[src/rtl/wm_dma_pkg.sv]
package wm_dma_pkg;

   typedef enum logic {
      DIR_WR = 1'b0,
      DIR_RD = 1'b1
   } xfer_dir_e;

   localparam int unsigned NUM_DIRS = 2;

endpackage

[src/rtl/wm_thresh_cmp.sv]
module wm_thresh_cmp #(
   parameter int unsigned DEPTH = 16,
   parameter int unsigned CNT_W = $clog2(DEPTH + 1)
) (
   input  logic             dir_rd,
   input  logic [CNT_W-1:0] level,
   input  logic [CNT_W-1:0] capacity,
   input  logic [CNT_W-1:0] wr_wm,
   input  logic [CNT_W-1:0] rd_wm,
   output logic             hit
);
   import wm_dma_pkg::*;

   localparam logic [CNT_W-1:0] DEPTH_C = CNT_W'(DEPTH);
   localparam logic [CNT_W-1:0] ONE_C   = CNT_W'(1);

   logic [CNT_W-1:0] wm_raw [NUM_DIRS];
   logic [CNT_W-1:0] wm_eff [NUM_DIRS];
   logic [CNT_W-1:0] free_words;

   assign wm_raw[0] = wr_wm;
   assign wm_raw[1] = rd_wm;

   // the same clamp is built once per direction
   for (genvar d = 0; d < NUM_DIRS; d++) begin : g_clamp
      always_comb begin
         if (wm_raw[d] == '0) begin
            wm_eff[d] = ONE_C;
         end else if (wm_raw[d] > DEPTH_C) begin
            wm_eff[d] = DEPTH_C;
         end else begin
            wm_eff[d] = wm_raw[d];
         end
      end
   end

   // free room, saturated at zero
   always_comb begin
      if (capacity > level) begin
         free_words = capacity - level;
      end else begin
         free_words = '0;
      end
   end

   always_comb begin
      if (dir_rd == DIR_RD) begin
         hit = (level >= wm_eff[1]);
      end else begin
         hit = (free_words >= wm_eff[0]);
      end
   end

endmodule

[src/rtl/wm_req_pacer.sv]
module wm_req_pacer (
   input  logic clk,
   input  logic rst_n,
   input  logic active,
   input  logic hit,
   input  logic dir_rd,
   input  logic port_acc,
   output logic dma_req
);

   logic req_q;
   logic dir_q;

   always_ff @(posedge clk or negedge rst_n) begin
      if (!rst_n) begin
         req_q <= 1'b0;
         dir_q <= 1'b0;
      end else begin
         dir_q <= dir_rd;
         req_q <= active & hit & ~port_acc & (dir_rd == dir_q);
      end
   end

   assign dma_req = req_q & ~port_acc;

   assert_gate_R1: assert property (@(posedge clk) disable iff (!rst_n)
      !active |=> !dma_req);

   assert_gap_after_access_R7: assert property (@(posedge clk) disable iff (!rst_n)
      port_acc |=> !dma_req);

   assert_dir_change_R8: assert property (@(posedge clk) disable iff (!rst_n)
      (dir_rd != dir_q) |=> !dma_req);

   assert_registered_R5: assert property (@(posedge clk) disable iff (!rst_n)
      (active && hit && !port_acc && dir_rd == dir_q) |=> (dma_req || port_acc));

   always_comb begin
      assert_drop_on_access_R6: assert (!(port_acc && dma_req));
   end

endmodule

[src/rtl/wm_stat_flag.sv]
module wm_stat_flag (
   input  logic clk,
   input  logic rst_n,
   input  logic req_seen,
   input  logic stat_en,
   input  logic clr,
   output logic flag
);

   logic flag_q;

   // a set in the same cycle wins over the clear
   always_ff @(posedge clk or negedge rst_n) begin
      if (!rst_n) begin
         flag_q <= 1'b0;
      end else if (req_seen && stat_en) begin
         flag_q <= 1'b1;
      end else if (clr) begin
         flag_q <= 1'b0;
      end
   end

   assign flag = flag_q;

   assert_set_cause_R9_R10: assert property (@(posedge clk) disable iff (!rst_n)
      $rose(flag_q) |-> $past(req_seen && stat_en));

   assert_sticky_R9_R10: assert property (@(posedge clk) disable iff (!rst_n)
      (flag_q && !clr) |=> flag_q);

   assert_clear_R11: assert property (@(posedge clk) disable iff (!rst_n)
      (clr && !(req_seen && stat_en)) |=> !flag_q);

endmodule

[src/rtl/wm_dma_req.sv]
module wm_dma_req #(
   parameter int unsigned DEPTH = 16,
   parameter int unsigned CNT_W = $clog2(DEPTH + 1)
) (
   input  logic             clk,
   input  logic             rst_n,
   input  logic             ext_req_en,
   input  logic             int_dma_on,
   input  logic             dir_rd,
   input  logic [CNT_W-1:0] level,
   input  logic [CNT_W-1:0] capacity,
   input  logic [CNT_W-1:0] wr_wm,
   input  logic [CNT_W-1:0] rd_wm,
   input  logic             wr_stat_en,
   input  logic             rd_stat_en,
   input  logic             port_acc,
   input  logic             wr_rdy_clr,
   input  logic             rd_rdy_clr,
   output logic             dma_req,
   output logic             wr_rdy,
   output logic             rd_rdy
);
   import wm_dma_pkg::*;

   initial begin : p_param_chk
      assert_depth_min: assert (DEPTH >= 2)
         else $error("DEPTH must be at least 2");
      assert_cnt_width: assert ((1 << CNT_W) > DEPTH)
         else $error("CNT_W too narrow for DEPTH");
   end

   logic active;
   logic hit;
   logic req_w;
   logic flag_en  [NUM_DIRS];
   logic flag_clr [NUM_DIRS];
   logic flag_out [NUM_DIRS];


   assign active = ext_req_en & ~int_dma_on;

   wm_thresh_cmp #(
      .DEPTH (DEPTH),
      .CNT_W (CNT_W)
   ) u_cmp (
      .dir_rd   (dir_rd),
      .level    (level),
      .capacity (capacity),
      .wr_wm    (wr_wm),
      .rd_wm    (rd_wm),
      .hit      (hit)
   );

   wm_req_pacer u_pacer (
      .clk      (clk),
      .rst_n    (rst_n),
      .active   (active),
      .hit      (hit),
      .dir_rd   (dir_rd),
      .port_acc (port_acc),
      .dma_req  (req_w)
   );

   assign flag_en[0]  = wr_stat_en;
   assign flag_en[1]  = rd_stat_en;
   assign flag_clr[0] = wr_rdy_clr;
   assign flag_clr[1] = rd_rdy_clr;

   // one sticky flag per direction
   for (genvar d = 0; d < NUM_DIRS; d++) begin : g_flag
      logic seen;
      assign seen = req_w & (dir_rd == xfer_dir_e'(d));
      wm_stat_flag u_flag (
         .clk      (clk),
         .rst_n    (rst_n),
         .req_seen (seen),
         .stat_en  (flag_en[d]),
         .clr      (flag_clr[d]),
         .flag     (flag_out[d])
      );
   end

   assign dma_req = req_w;
   assign wr_rdy  = flag_out[0];
   assign rd_rdy  = flag_out[1];

endmodule

[config.mk]
export PLATFORM = sky130hd
export DESIGN_NAME = wm_dma_req
export DESIGN_NICKNAME = d
export VERILOG_FILES = /design/src/rtl/wm_dma_pkg.sv /design/src/rtl/wm_thresh_cmp.sv /design/src/rtl/wm_req_pacer.sv /design/src/rtl/wm_stat_flag.sv /design/src/rtl/wm_dma_req.sv
export SDC_FILE = /design/constraint.sdc
export NUM_CORES = 1
export LEC_CHECK = 0
export BUFFER_PORTS_ARGS = -buffer_cell sky130_fd_sc_hd__clkbuf_2
export CAP_MARGIN = 20
export CORE_MARGIN = 5
export CORE_UTILIZATION = 49
export DETAILED_ROUTE_END_ITERATION = 16
export HOLD_SLACK_MARGIN = 0.02
export PLACE_DENSITY = 0.84
export SETUP_SLACK_MARGIN = 0.1
export SYNTH_ARGS = -nofsm -noshare
export SYNTH_HDL_FRONTEND = slang
export SYNTH_SLANG_ARGS = --single-unit
[constraint.sdc]
create_clock -name clk -period 1.2 [get_ports clk]
set_input_delay 0.12 -clock clk [delete_from_list [all_inputs] [get_ports clk]]
set_output_delay 0.12 -clock clk [all_outputs]
set_load 0.005 [all_outputs]
==> flow_metrics.tcl <==
set metrics [dict create \
    status "finished, violations left" \
    violations "negative setup slack" \
    initial_core_util_pct 52.6 \
    die_x_um 47.9 \
    maxCapViolations 0 \
    drive_above_1_share_pct 52.4 \
    hpwl_mm 1.85 \
    num_vias 866 \
    clock_sinks 4 \
    die_area_sq_um 2290 \
    layout.nets 191 \
    setup_viol 1 \
    cp_top_family "adder cells" \
    worstMarginPinSlew_ns 0.290 \
    timing.final.crit_period_ns 2.03 \
    syn_nets 133 \
    end_kind "flop" \
    final_cell_mix "clkbuf_2, buf_4, inv_1" \
    clkTransAtPathRegs_ns 0.04 \
    diodes 0 \
    max_freq_mhz 493 \
    wl_per_cell_um 16.1 \
    synthToLayoutAreaGrowth_pct 70.6 \
    grt_pass1_vias 907 \
    crit_type "primary input to flop" \
    timing.slew.headroom_pct 80.6 \
    grt_pass1_wl_mm 3.68 \
    synthDistinctLibCells 27 \
    ys_seq_area_share_pct 14.3 \
    use_met1_pct 19.6 \
    vias_per_cell 5.48 \
    crit_fanout 2 \
    fin_crit_sh_pct 169 \
    rsz0062_at_grt "true" \
    ios 33 \
    cp_slowest_stage_delay_ns 0.37 \
    synthTopCellsByArea "ha_1, dfrtp_1, inv_1" \
    cts_tree "yes" \
    core-area_sq_um 1330 \
    nFillCells 62 \
    hp-class "primary input to flop" \
    cts_buffers 3 \
    ir_drop_uv 384 \
    ys_ff_latch 4 \
    use_met2_pct 52.0 \
    finalWirelength_mm 2.55 \
    crit_path_start_kind "primary input" \
    crit_required_ns 1.33 \
    synth_top_area_share_pct 26.7 \
    yosysWarningCount 0 \
    yosys.area.top_type "ha_1" \
    root_buffer "clkbuf_4" \
    drt-initial-drc-count 19 \
    fin_skew_ns 0.00630 \
    place_congestion 0.785 \
    antenna_found_initial 0 \
    syn_inst 87 \
    arrival_ns 2.16 \
    slew_violations 0 \
    clockBufferDepth 2 \
    grt_max_degree 8 \
    cp_slowest_cell "fa_2" \
    grt.busiest_layer "met2" \
    whs_ns 0.0702 \
    grt_util_all_layers_pct 23.7 \
    drtAntennaViolNets 0 \
    fin_util_pct 89.8 \
    clk_latency_ns 0.24 \
    final_hold_viol_count 0 \
    power_density_nw_per_um2 647 \
    overflow 0 \
    drc 0 \
    die_h_um 47.9 \
    use_met3_pct 2.26 \
    first_pass_iters 4 \
    synth_area_per_cell_sq_um 8.07 \
    rows 13 \
    layout_commonest_cell "clkbuf_2" \
    p_total_mw 0.775 \
    synth_area_sq_um 702 \
    setup_ws_ns -0.827 \
    htreeDepth 1 \
    crit_buf_inv 3 \
    leakage_nw 0.647 \
    port_buffers 32 \
    crit_chain "buf_8 -> clkinv_8 -> ha_4 -> inv_2 -> fa_2 -> a21o_1 -> a21oi_2 -> xor2_1 -> a211oi_2 -> ha_2 -> nor3_2 -> nor4b_2 -> and4_1" \
]
-- worst paths after layout --
kind / depth (start not counted) / from / slack, ns / to
min reg2reg: 2 / g_flag[1].u_flag.flag / 0.54 / g_flag[1].u_flag.flag
min in group asynchronous: 2 / rst_n / 0.22 / u_pacer.req_q
max in group asynchronous: 2 / rst_n / 0.85 / g_flag[0].u_flag.flag
max: 13 / capacity[0] / -0.83 / u_pacer.req_q
max reg2reg: 2 / u_pacer.req_q / 0.37 / g_flag[0].u_flag.flag
min: 2 / rd_rdy_clr / 0.07 / g_flag[1].u_flag.flag
-- kinds of logic (layout without fill, tap and decap cells) --
logic type / count (synthesis) / in the layout / synth area share (%)
DFF: 4 / 4 / 14.3
buffers and inverters: 17 / 73 / 9.09
xor gates and xnor gates: 3 / 3 / 3.74
and+or+nand+nor: 27 / 27 / 20.0
adders and majority gates: 16 / 16 / 29.6
AOI/OAI and AO/OA: 20 / 20 / 23.4
-- cell usage after synthesis, drive strengths merged --
library cell	instances
inv	17
ha	15
nand2	8
nor2	7
o21ai	6
a211oi	5
dfrtp	4
nor3	4
a211o	2
nand2b	2
nor2b	2
xnor2	2
a21o	1
a21oi	1
and4	1
fa	1
nand4	1
nor3b	1
nor4b	1
o211a	1
o21a	1
o22ai	1
o31ai	1
o32ai	1
xor2	1
-- routing by layer --
metal	vias up	routed length, um
met3	14	118
met2	37	1390
met1	395	926
met5	-	0
met4	0	112
li1	420	-
-- power by group --
part | internal [mW] | total [mW] | switching, mW
sequential | 0.139 | 0.140 | 0.00140
clock | 0.112 | 0.174 | 0.0614
combinational | 0.245 | 0.461 | 0.215
-- repair_timing --
item	CTS	global route
setup endpoints to repair	1	1
gates cloned	0	0
pin swaps	5	9
resized for setup	5	9
buffers inserted	1	0
endpoints found under the hold margin	4	0
hold buffers	1	0
-- area by class of cell --
class                   count  area, sq um  area share [%]
clock buffers               3         22.5            1.88
inverters                  17         92.6            7.73
multi-input cells          66          613            51.2
flip-flops and latches      4          100            8.36
well taps                  15         18.8            1.57
repair buffers             53          350            29.3
-- sequential cells by signal, summed over array words and instances, names as in the netlist --
register and flops:
g_flag.u_flag.flag 2, u_pacer.req_q 1, u_pacer.dir_q 1
-- metrics by stage --
step	std cells	cell area, sq um	TNS, ns	setup WS (ns)
global placement	153	1090	-1.09	-1.09
CTS	158	1160	-0.797	-0.797
finish	158	1200	-0.827	-0.827
global route	158	1200	-0.909	-0.909
floorplan	87	769	-0.778	-0.778
detailed placement	153	1090	-1.12	-1.12
Power figures use the tool's default switching activity.
